===== src/rtl/wdt_pkg.sv =====
package wdt_pkg;

    typedef enum logic [1:0] {
        REG_CTRL  = 2'd0,
        REG_KEY   = 2'd1,
        REG_CAUSE = 2'd2,
        REG_SPARE = 2'd3
    } reg_addr_e;

    localparam logic [7:0] KEY_ARM  = 8'h55;
    localparam logic [7:0] KEY_FIRE = 8'hAA;

    typedef struct packed {
        logic       win;
        logic [2:0] rate;
    } ctrl_t;

    typedef struct packed {
        logic tmo;
        logic early;
        logic badv;
    } cause_t;

    function automatic logic is_key_value(input logic [7:0] v);
        return (v == KEY_ARM) || (v == KEY_FIRE);
    endfunction

    function automatic logic [7:0] ctrl_to_byte(input ctrl_t c);
        return {4'b0, c.win, c.rate};
    endfunction

endpackage


===== src/rtl/wdt_limit.sv =====
module wdt_limit #(
    parameter int unsigned BASE_SHIFT = 8,
    parameter int unsigned STEP_SHIFT = 2,
    parameter int unsigned CNT_W      = BASE_SHIFT + STEP_SHIFT * 7
) (
    input  logic [2:0]       rate,
    output logic [CNT_W-1:0] last,
    output logic [CNT_W-1:0] early_lim
);
    logic [CNT_W-1:0] last_tab  [8];
    logic [CNT_W-1:0] early_tab [8];

    for (genvar k = 0; k < 8; k++) begin : g_code
        if (k == 0) begin : g_off
            assign last_tab[k]  = '0;
            assign early_tab[k] = '0;
        end else begin : g_on
            localparam int unsigned EXP = BASE_SHIFT + STEP_SHIFT * k;
            assign last_tab[k]  = CNT_W'((64'd1 << EXP) - 64'd1);
            assign early_tab[k] = CNT_W'(64'd3 << (EXP - 2));
        end
    end

    assign last      = last_tab[rate];
    assign early_lim = early_tab[rate];
endmodule


===== src/rtl/wdt_count.sv =====
module wdt_count #(
    parameter int unsigned CNT_W = 22
) (
    input  logic             clk,
    input  logic             rst,
    input  logic             clear,
    input  logic [CNT_W-1:0] last,
    input  logic [CNT_W-1:0] early_lim,
    output logic [CNT_W-1:0] cnt,
    output logic             at_last,
    output logic             in_early
);
    always_ff @(posedge clk) begin
        if (rst || clear) cnt <= '0;
        else              cnt <= cnt + CNT_W'(1);
    end

    assign at_last  = (cnt == last);
    assign in_early = (cnt < early_lim);
endmodule


===== src/rtl/wdt_seq.sv =====
module wdt_seq
    import wdt_pkg::*;
(
    input  logic       clk,
    input  logic       rst,
    input  logic       en,
    input  logic       key_wr,
    input  logic [7:0] key_data,
    input  logic       win,
    input  logic       in_early,
    input  logic       drop,
    output logic       service,
    output logic       bad_val,
    output logic       early_hit,
    output logic       armed
);
    logic kw;

    assign kw        = key_wr && en;
    assign early_hit = kw && win && in_early;
    assign bad_val   = kw && !early_hit && !is_key_value(key_data);
    assign service   = kw && !early_hit && armed && (key_data == KEY_FIRE);

    always_ff @(posedge clk) begin
        if (rst || !en || drop || service) armed <= 1'b0;
        else if (kw && key_data == KEY_ARM) armed <= 1'b1;
    end
endmodule


===== src/rtl/wdt_keyguard.sv =====
module wdt_keyguard
    import wdt_pkg::*;
#(
    parameter int unsigned BASE_SHIFT = 8,
    parameter int unsigned STEP_SHIFT = 2
) (
    input  logic       clk,
    input  logic       rst,
    input  logic       reg_wr,
    input  logic [1:0] reg_addr,
    input  logic [7:0] reg_wdata,
    input  logic [1:0] rd_addr,
    output logic [7:0] rd_data,
    output logic       wdt_reset
);
    localparam int unsigned CNT_W = BASE_SHIFT + STEP_SHIFT * 7;

    ctrl_t            ctrl_q;
    cause_t           cause_q, cause_set;
    logic [CNT_W-1:0] cnt_q, last_q, early_lim;
    logic             en, at_last, in_early;
    logic             wr_ctrl, wr_key, wr_cause, rate_chg;
    logic             service, bad_val, early_hit, armed_q, tmo, fire;

    assign wr_ctrl  = reg_wr && (reg_addr_e'(reg_addr) == REG_CTRL);
    assign wr_key   = reg_wr && (reg_addr_e'(reg_addr) == REG_KEY);
    assign wr_cause = reg_wr && (reg_addr_e'(reg_addr) == REG_CAUSE);
    assign en       = (ctrl_q.rate != 3'd0);
    assign rate_chg = wr_ctrl && (reg_wdata[2:0] != ctrl_q.rate);

    wdt_limit #(
        .BASE_SHIFT(BASE_SHIFT),
        .STEP_SHIFT(STEP_SHIFT),
        .CNT_W     (CNT_W)
    ) u_limit (
        .rate     (ctrl_q.rate),
        .last     (last_q),
        .early_lim(early_lim)
    );

    wdt_seq u_seq (
        .clk      (clk),
        .rst      (rst),
        .en       (en),
        .key_wr   (wr_key),
        .key_data (reg_wdata),
        .win      (ctrl_q.win),
        .in_early (in_early),
        .drop     (fire),
        .service  (service),
        .bad_val  (bad_val),
        .early_hit(early_hit),
        .armed    (armed_q)
    );

    assign tmo  = en && at_last && !service && !bad_val && !early_hit;
    assign fire = tmo || bad_val || early_hit;

    wdt_count #(.CNT_W(CNT_W)) u_count (
        .clk      (clk),
        .rst      (rst),
        .clear    (!en || fire || service || rate_chg),
        .last     (last_q),
        .early_lim(early_lim),
        .cnt      (cnt_q),
        .at_last  (at_last),
        .in_early (in_early)
    );

    always_comb begin
        cause_set       = '0;
        cause_set.tmo   = tmo;
        cause_set.early = early_hit;
        cause_set.badv  = bad_val;
    end

    always_ff @(posedge clk) begin
        if (rst) begin
            ctrl_q    <= '0;
            cause_q   <= '0;
            wdt_reset <= 1'b0;
        end else begin
            if (wr_ctrl) ctrl_q <= ctrl_t'(reg_wdata[3:0]);
            cause_q   <= (cause_q & ~(wr_cause ? cause_t'(reg_wdata[2:0]) : cause_t'(3'b0)))
                         | cause_set;
            wdt_reset <= fire;
        end
    end

    always_comb begin
        unique case (reg_addr_e'(rd_addr))
            REG_CTRL:  rd_data = ctrl_to_byte(ctrl_q);
            REG_CAUSE: rd_data = {5'b0, cause_q};
            default:   rd_data = 8'h00;
        endcase
    end
endmodule


===== config.mk =====
export PLATFORM = sky130hd
export DESIGN_NAME = wdt_keyguard
export DESIGN_NICKNAME = d
export VERILOG_FILES = /design/src/rtl/wdt_pkg.sv /design/src/rtl/wdt_limit.sv /design/src/rtl/wdt_count.sv /design/src/rtl/wdt_seq.sv /design/src/rtl/wdt_keyguard.sv
export SDC_FILE = /design/constraint.sdc
export NUM_CORES = 1
export LEC_CHECK = 0
export BUFFER_PORTS_ARGS = -buffer_cell sky130_fd_sc_hd__buf_4
export CAP_MARGIN = 20
export CORE_ASPECT_RATIO = 1.2
export CORE_MARGIN = 3
export CORE_UTILIZATION = 42
export CTS_CLUSTER_DIAMETER = 40
export CTS_CLUSTER_SIZE = 16
export DETAILED_ROUTE_END_ITERATION = 8
export MAX_ROUTING_LAYER = met4
export PLACE_DENSITY_LB_ADDON = 0.12
export REMOVE_ABC_BUFFERS = 1
export SLEW_MARGIN = 10
export SYNTH_ARGS = -nofsm -noshare
export SYNTH_HDL_FRONTEND = slang
export SYNTH_HIERARCHICAL = 1
export SYNTH_SLANG_ARGS = --single-unit

===== constraint.sdc =====
create_clock -name clk -period 5.5 [get_ports clk]
set_input_delay 1.65 -clock clk [delete_from_list [all_inputs] [get_ports clk]]
set_output_delay 1.65 -clock clk [all_outputs]
set_load 0.02 [all_outputs]

# After elaboration in Yosys (flattened, before gate mapping)
# Memories as Yosys holds them, arrays and structs flattened.
# Index checks and enable logic that the tools add are counted.
[totals]
regBits = 31
romBits = 352
input_bits = 15
out_inout_bits = 9
word_cells = 64
memories = 2
[classes]
addsub = 1
n_lt_le_gt_ge = 2
n_eq_ne = 7
mux = 6
n_bitwise = 4
reduce_logical = 34
[mem_list]
columns = ["memory", "words", "word_bits", "rd", "rd_ports_with_merged_regs", "write_ports", "line_no", "source"]
rows = [
  ["(name not given)", 8, 22, 1, 0, 0, "wdt_limit.sv:24", "assign last = last_tab[rate];"],
  ["(name not given)", 8, 22, 1, 0, 0, "wdt_limit.sv:25", "assign early_lim = early_tab[rate];"],
]
[ops]
columns = ["operator", "n"]
rows = [
  ["$mux W22", 4],
  ["$add A22 B1 Y22 const B", 1],
  ["$eq A22 B22 Y1", 1],
  ["$lt A22 B22 Y1", 1],
  ["$logic_and A1 B1 Y1", 16],
  ["$logic_or A1 B1 Y1", 10],
  ["$eq A8 B7 Y1 const B", 1],
  ["$eq A8 B8 Y1 const B", 1],
  ["$pmux W4 S2", 1],
  ["$logic_not A1 Y1", 5],
  ["$eq A2 B2 Y1 const B", 2],
  ["$ge A4 B4 Y1 const B", 1],
  ["$logic_not A2 Y1", 2],
  ["$not A3 Y4", 1],
  ["$and A3 B3 Y3", 1],
  ["$mux W3", 1],
  ["$ne A3 B3 Y1", 1],
  ["$not A3 Y3", 1],
  ["$or A3 B3 Y3", 1],
  ["$reduce_bool A3 Y1", 1],
  ["$eq A2 B1 Y1 const B", 1],
]

# Logic depth before layout (Yosys ltp)
# Gate-level depths: netlist (run 1).
[logic_depth]
depth_word = 20
mapped_depth = 19
depth_no_buf = 17

# By module
# The synthesis (run 1) kept the hierarchy.
[by_module_without_submodules]
columns = ["module", "instances", "cells_per_inst", "area_each_um2", "seq_area_each_um2"]
rows = [
  ["wdt_count", 1, 203, 1684.1, 440.4],
  ["wdt_keyguard", 1, 51, 454.2, 160.2],
  ["wdt_limit", 1, 48, 365.4, 0.0],
  ["wdt_seq", 1, 15, 141.4, 20.0],
]

# Worst setup path after synthesis (run 1)
# Ideal clock, no wire load.
[synth_path]
path_kind = "input-to-output"
start = "in rd_addr[1]"
end = "out rd_data[3]"
arrival_ns = 2.177
t_required_ns = 3.850
slack_ns = 1.673
path_stages = 1
n_path_buf = 0
cell_sequence = "nor3b_1"
[synth_between]
elab_chain_cells = 2
word_cells_on_any_way = 3
cone_classes = "eq/ne (1); mux (1); reduce/logical (1)"
[synth_rtl]
columns = ["item", "line_no", "source"]
rows = [
  ["start, declared", "wdt_keyguard.sv:12", "input logic [1:0] rd_addr,"],
  ["$eq A2 B2 Y1 or $logic_not A2 Y1 (tied branches)", "wdt_keyguard.sv:91", "unique case (reg_addr_e'(rd_addr))"],
  ["$pmux W4 S2 *", "wdt_keyguard.sv:91", ""],
  ["end, declared", "wdt_keyguard.sv:13", "output logic [7:0] rd_data,"],
]
# Every way passes the cells marked *; elsewhere a longest branch is shown, timed or not.

# Worst setup path in the final report (run 1)
[layout_path]
start = "in rd_addr[1]"
end = "out rd_data[1]"
# Same word-level chain as after synthesis.

==> impl_metrics.csv, run 1 <==
group,metric,value,unit
clock_network,numCtsBuffers,5,
placed_design,post-dp-hpwl,4080,um
layout,post-route-util,0.442,
sta,final.setup.worst_slack,1.69,ns
detailed_routing,ant_nets,0,
layout,instances_no_fill,393,
clock_network,clk_path_buf_depth,2,
synth,synth_flop_cell,"dfxtp_1",
clock_network,clk_pin_slew,0.07,ns
synth,ys_types,47,
grt,grt_pass1_vias,2003,
layout,area_growth_syn_to_layout,1.84,%
power,pwr-share-comb,0.130,
layout,drive_gt1_frac,0.145,
sta,setup_tns,0,ns
layout,final_common_cell,"xor2_1",
power,clockPowerShare,0.373,
power,p_total,465,uW
layout,final_area,0.00269,mm^2
sta,clock.fmax,0.262,GHz
layout,multi_input_area,0.00166,mm^2
power,power_frac_seq,0.497,
clock_network,cts_sinks,31,
power,power_switching,123,uW
layout,most-common-layout-cells,"37 x xor2_1, 34 x nor2_1, 31 x dfxtp_1",
placed_design,dp_cells,385,
synth,syn_area_per_cell,8.34,um^2
layout,finalNetCount,347,
critical_path,cpMostUsedCell,"buf_4",
clock_network,cts_tree,"built",
detailed_routing,via_per_inst,5.02,
critical_path,start_kind,"input pin",
critical_path,crit_type,"in2out",
sta,hold_viol_final,0,
placed_design,pre_cts_ws,1.68,ns
die,initial_core_util,0.434,
die,die-area,0.00729,mm^2
critical_path,path_max_fanout,4,
synth,synthTopCellsByArea,"dfxtp_1 23%, xor2_1 12%, buf_4 11%, ha_1 10%, nor2_1 4.8%",
synth,synth_edf_count,0,
sta,worst_hold_slack,0.471,ns
synth,ys_seq_elements,31,
grt,grt_pass1_wl,9430,um
layout,n_antenna_cell,0,
sta,maxSlewHeadroom,0.564,
die,io_pins,24,
synth,synthArstFlopShare,0,
critical_path,max_stage_delay,0.15,ns
critical_path,worstSetupEndpointType,"primary output",
detailed_routing,firstDrtPassIters,4,
clock_network,insertion_delay,0.28,ns
sta,final-setup-viol-count,0,
synth,yosysTopAreaCellShare,0.235,
power,p_leak,1.21,nW
layout,n_fill_cell,662,
power,swShare,0.265,
sta,worst_pin_slew,0.654,ns
critical_path,worstPathRequired,3.85,ns
run,maxCapViolCount,0,
detailed_routing,drc,0,
detailed_routing,routedWlPerCell,13.6,um
detailed_routing,drt_wl_total,5360,um
detailed_routing,first_iter_violations,67,
sta,min_period,3.81,ns
placed_design,gp_congestion,0.824,
clock_network,cts-htree-levels,2,
status,outcome,"completed",
placed_design,port_buffers,19,
synth,ys_seq_area_frac,0.235,
sta,fin_crit_sh,0.693,
critical_path,crit_chain,"buf_4 > mux2i_1 > nor2_1 > buf_4",
hold_path,hold_class,"reg2reg",
die,core,0.00609,mm^2
clock_network,postCtsHoldBufs,0,
sta,skew,0.00346,ns
power,ir_drop,77.5,uV
critical_path,crit_slowest_cell,"buf_4",
synth,netlist_area,0.00265,mm^2
grt,grt_max_degree,23,
sta,slew_violations,0,
detailed_routing,route.vias.total,1973,
sta,rsz0062_at_grt,"false",
synth,ys_warn_count,6,
synth,yosysTopAreaCell,"dfxtp_1",
clock_network,root_buffer,"clkbuf_8",
power,intPower,342,uW
die,rows,31,
critical_path,arrival,2.16,ns
power,p_per_area,173,mW/mm^2
die,die_h,92.9,um
layout,regArea,621,um^2
placed_design,dpl_cell_area,0.00261,mm^2
clock_network,cts_setup_buffers,0,
die,fp.dieW,78.4,um
clock_network,cts_resized,0,
grt,grt-ovfl-total,0,
grt,grt_antenna_before_repair,0,
grt,track_usage,0.167,
synth,synth_cells,317,
## state kept, by name, indices dropped and copies added (netlist names)
signal / flops
ctrl_q: 4
wdt_reset: 1
u_count/cnt: 22
cause_q: 3
u_seq/armed: 1
## cell type report
class	instances	share of cell area
repair buffers	20	0.0557
clock buffers	7	0.0283
multi-input cells	230	0.615
flip-flops and latches	31	0.230
clock inverters	1	0.00186
well taps	82	0.0381
inverters	22	0.0307
## power by group through the flow
stage	registers [mW]	logic, mW	clock network [mW]
after floorplan	0.235	0.0382	0
after CTS	0.231	0.0598	0.181
after detailed placement	0.236	0.0595	0
after global placement	0.236	0.0592	0
final	0.231	0.0602	0.174
after global routing	0.232	0.0677	0.193
## critical path, delay by kind of cell
kind | cells | cell delay [ns]
buffers and inverters | 2 | 0.28
and+or+nand+nor | 1 | 0.12
muxes | 1 | 0.11
## cell usage after synthesis, drive strengths merged, types with 4 or more instances
master and count:
a21o 4, mux2i 7, nor4 5, nor2 35, nand3 13, ha 22
nand2 11, nand4b 4, xnor2 7, xor2 37, nor3b 5, and3b 4
nand4 11, a21oi 15, buf 41, inv 22, dfxtp 31, and3 7
nor3 4
## cell families after synthesis
group	count (synthesis)	synth area share
xor gates and xnor gates	44	0.146
muxes	7	0.0265
buffers and inverters	66	0.153
DFF	31	0.235
other	2	0.00284
AOI/OAI and AO/OA	29	0.0695
adders and majority gates	22	0.104
and+or+nand+nor	116	0.263
## path summary, 6_finish.rpt
kind | startpoint | endpoint | slack (ns) | cells past startpoint
worst max-delay path | rd_addr[1] | rd_data[1] | 1.69 | 4
worst min-delay path | cause_q[2] | cause_q[2] | 0.47 | 2
worst max register to register | ctrl_q[1] | u_count/cnt[5] | 1.74 | 16
worst min register to register | cause_q[2] | cause_q[2] | 0.47 | 2
## per-layer routing
metal	global-route usage	wire, um	vias up	share of wire
met5	-	0	-	0
met4	0.0496	38	0	0.0071
met3	0.0350	242	6	0.045
met2	0.292	2630	46	0.49
met1	0.191	2450	901	0.46
li1	-	-	1020	-
No activity file was read; power rests on OpenSTA's default activity.
==> run 2, diff against run 1 <==
==> constraint.sdc (replaced) <==
create_clock -name clk -period 3.6 [get_ports clk]
set_input_delay 1.08 -clock clk [delete_from_list [all_inputs] [get_ports clk]]
set_output_delay 1.08 -clock clk [all_outputs]
set_load 0.02 [all_outputs]
==> run 2 against run 1 <==
Against the previous run: first-iteration DRC count rose by 9.0%; final cell count is 1.8% higher; sequential share of layout area decreased by 0.70 points; register-to-register slack lost 1.5 ns; global-route usage shrank 0.39 points; cell area rose by 3.3%; largest power group unchanged.
==> impl_metrics.csv, run 2 (same netlist as run 1, synthesis figures left out) <==
group,metric,value,unit
clock_network,clk_pin_slew,0.06,ns
hold_path,whs_path_depth,2,
status,outcome,"completed",
hold_path,hold_class,"reg2reg",
detailed_routing,route.vias.total,2000,
critical_path,crit_start,"ctrl_q[0]",
layout,most-common-layout-cells,"37 x xor2_1, 33 x nor2_1, 30 x dfxtp_1",
grt,grt_max_degree,23,
critical_path,start_kind,"register",
layout,finalNetCount,354,
placed_design,post-dp-hpwl,4200,um
detailed_routing,ant_nets,0,
critical_path,crit_type,"reg2reg",
power,p_per_area,271,mW/mm^2
layout,drive_gt1_frac,0.182,
critical_path,worstPathRequired,3.82,ns
power,p_leak,1.27,nW
sta,hold_viol_final,0,
layout,multi_input_area,0.00167,mm^2
detailed_routing,via_per_inst,5.00,
critical_path,reg2reg_from,"ctrl_q[0]",
layout,area_growth_syn_to_layout,5.25,%
detailed_routing,drc,0,
clock_network,clk_path_buf_depth,2,
critical_path,worstSetupEndpointType,"register",
sta,fin_crit_sh,0.939,
power,p_total,754,uW
sta,final-setup-viol-count,0,
grt,grt-ovfl-total,0,
critical_path,max_stage_delay,0.44,ns
clock_network,numCtsBuffers,5,
layout,regArea,622,um^2
clock_network,insertion_delay,0.28,ns
layout,n_fill_cell,633,
detailed_routing,firstDrtPassIters,4,
placed_design,port_buffers,19,
sta,worst_pin_slew,0.549,ns
clock_network,postCtsHoldBufs,0,
critical_path,arrival,3.60,ns
placed_design,gp_congestion,0.816,
layout,n_antenna_cell,0,
power,ir_drop,156,uV
critical_path,path_max_fanout,22,
clock_network,cts-htree-levels,2,
detailed_routing,drt_wl_total,5450,um
critical_path,r2r-end,"u_count/cnt[20]",
die,die-area,0.00729,mm^2
critical_path,crit_chain,"buf_4 > and3b_2 > inv_1 > ha_1 > a21o_1 > a21o_1 > a221o_1 > nor3_1 > and4_4 > a211o_1 > a21oi_1 > nor3_2 > nand4b_1 > or2_0 > buf_4 > nor2_1",
clock_network,cts_sinks,31,
sta,slew_violations,0,
grt,grt_pass1_vias,1921,
layout,post-route-util,0.457,
die,core,0.00609,mm^2
sta,maxSlewHeadroom,0.632,
critical_path,crit_slowest_cell,"dfxtp_1",
die,initial_core_util,0.434,
die,io_pins,24,
critical_path,reg2reg_depth,16,
sta,skew,0.00728,ns
run,maxCapViolCount,0,
detailed_routing,first_iter_violations,73,
clock_network,root_buffer,"clkbuf_8",
clock_network,cts_tree,"built",
die,die_h,92.9,um
layout,final_common_cell,"xor2_1",
detailed_routing,routedWlPerCell,13.6,um
layout,reg_top3,"u_count/cnt (22), ctrl_q (4), cause_q (3)",
clock_network,cts_setup_buffers,0,
grt,track_usage,0.163,
grt,grt_antenna_before_repair,0,
sta,min_period,3.38,ns
hold_path,hold_path_end,"cause_q[2]",
sta,clock.fmax,0.296,GHz
grt,grt_pass1_wl,9230,um
layout,top_register,"u_count/cnt",
layout,largest_register_ffs,22,
die,fp.dieW,78.4,um
die,rows,31,
hold_path,hold_start,"cause_q[2]",
critical_path,r2r_slack,0.22,ns
-- run 2: cell types whose count changed in the layout (fill, tap and decap cells not counted), sizes merged --
cell    previous run  this run
buf               20        27
clkbuf             7         8
clkinv             1         0
-- run 2: per-layer routing --
metal / track usage / share of wire / up-vias
li1: - / - / 1036
met1: 0.193 / 0.45 / 921
met2: 0.279 / 0.51 / 35
met3: 0.0311 / 0.032 / 8
met4: 0.0510 / 0.015 / 0
met5: - / 0 / -
-- run 2: report_power, final --
part / switching [mW] / internal (mW) / total [mW]
combinational: 0.0545 / 0.0435 / 0.0979
sequential: 0.00490 / 0.346 / 0.351
clock: 0.130 / 0.174 / 0.305
-- run 2: area by class of cell --
class	count	share of cell area
Sequential cell	31	0.223
Tap cell	82	0.0369
Timing Repair Buffer	27	0.0728
Inverter	22	0.0297
Clock buffer	8	0.0360
Multi-Input combinational cell	230	0.601
-- run 2: worst max path at each step --
stage	end	slack, ns	cells after the start
after floorplan	u_count/cnt[5]	0.21	13
after global placement	u_count/cnt[5]	0.11	16
after detailed placement	u_count/cnt[5]	0.1	16
after CTS	u_count/cnt[5]	0.06	16
after global routing	u_count/cnt[18]	-0.02	16
final	u_count/cnt[20]	0.22	16
-- run 2: per-stage QoR --
stage	worst slack (ns)	cell area (um^2)	TNS [ns]	instances	hold slack, ns
CTS	0.0582	2770	0	400	0.460
global placement	0.108	2670	0	392	0.452
floorplan	0.210	2360	0	283	0.430
finish	0.219	2780	0	400	0.463
detailed placement	0.0995	2670	0	392	0.451
global route	-0.0193	2780	-0.0256	400	0.517
-- run 2: critical path: cells and delay by family, from the launching register on --
kind | cells | cell delay (ns)
AND/OR/NAND/NOR | 7 | 1.35
flip-flops | 1 | 0.44
AO/OA/AOI/OAI | 5 | 0.85
buffers and inverters | 3 | 0.45
adder cells (fa/ha/maj) | 1 | 0.23
-- run 2: timing repair --
| action | in CTS | in global routing |
|---|---|---|
| endpoints found under the hold margin | 0 | 0 |
| setup endpoints to repair | 0 | 23 |
| gates resized for setup | 0 | 5 |
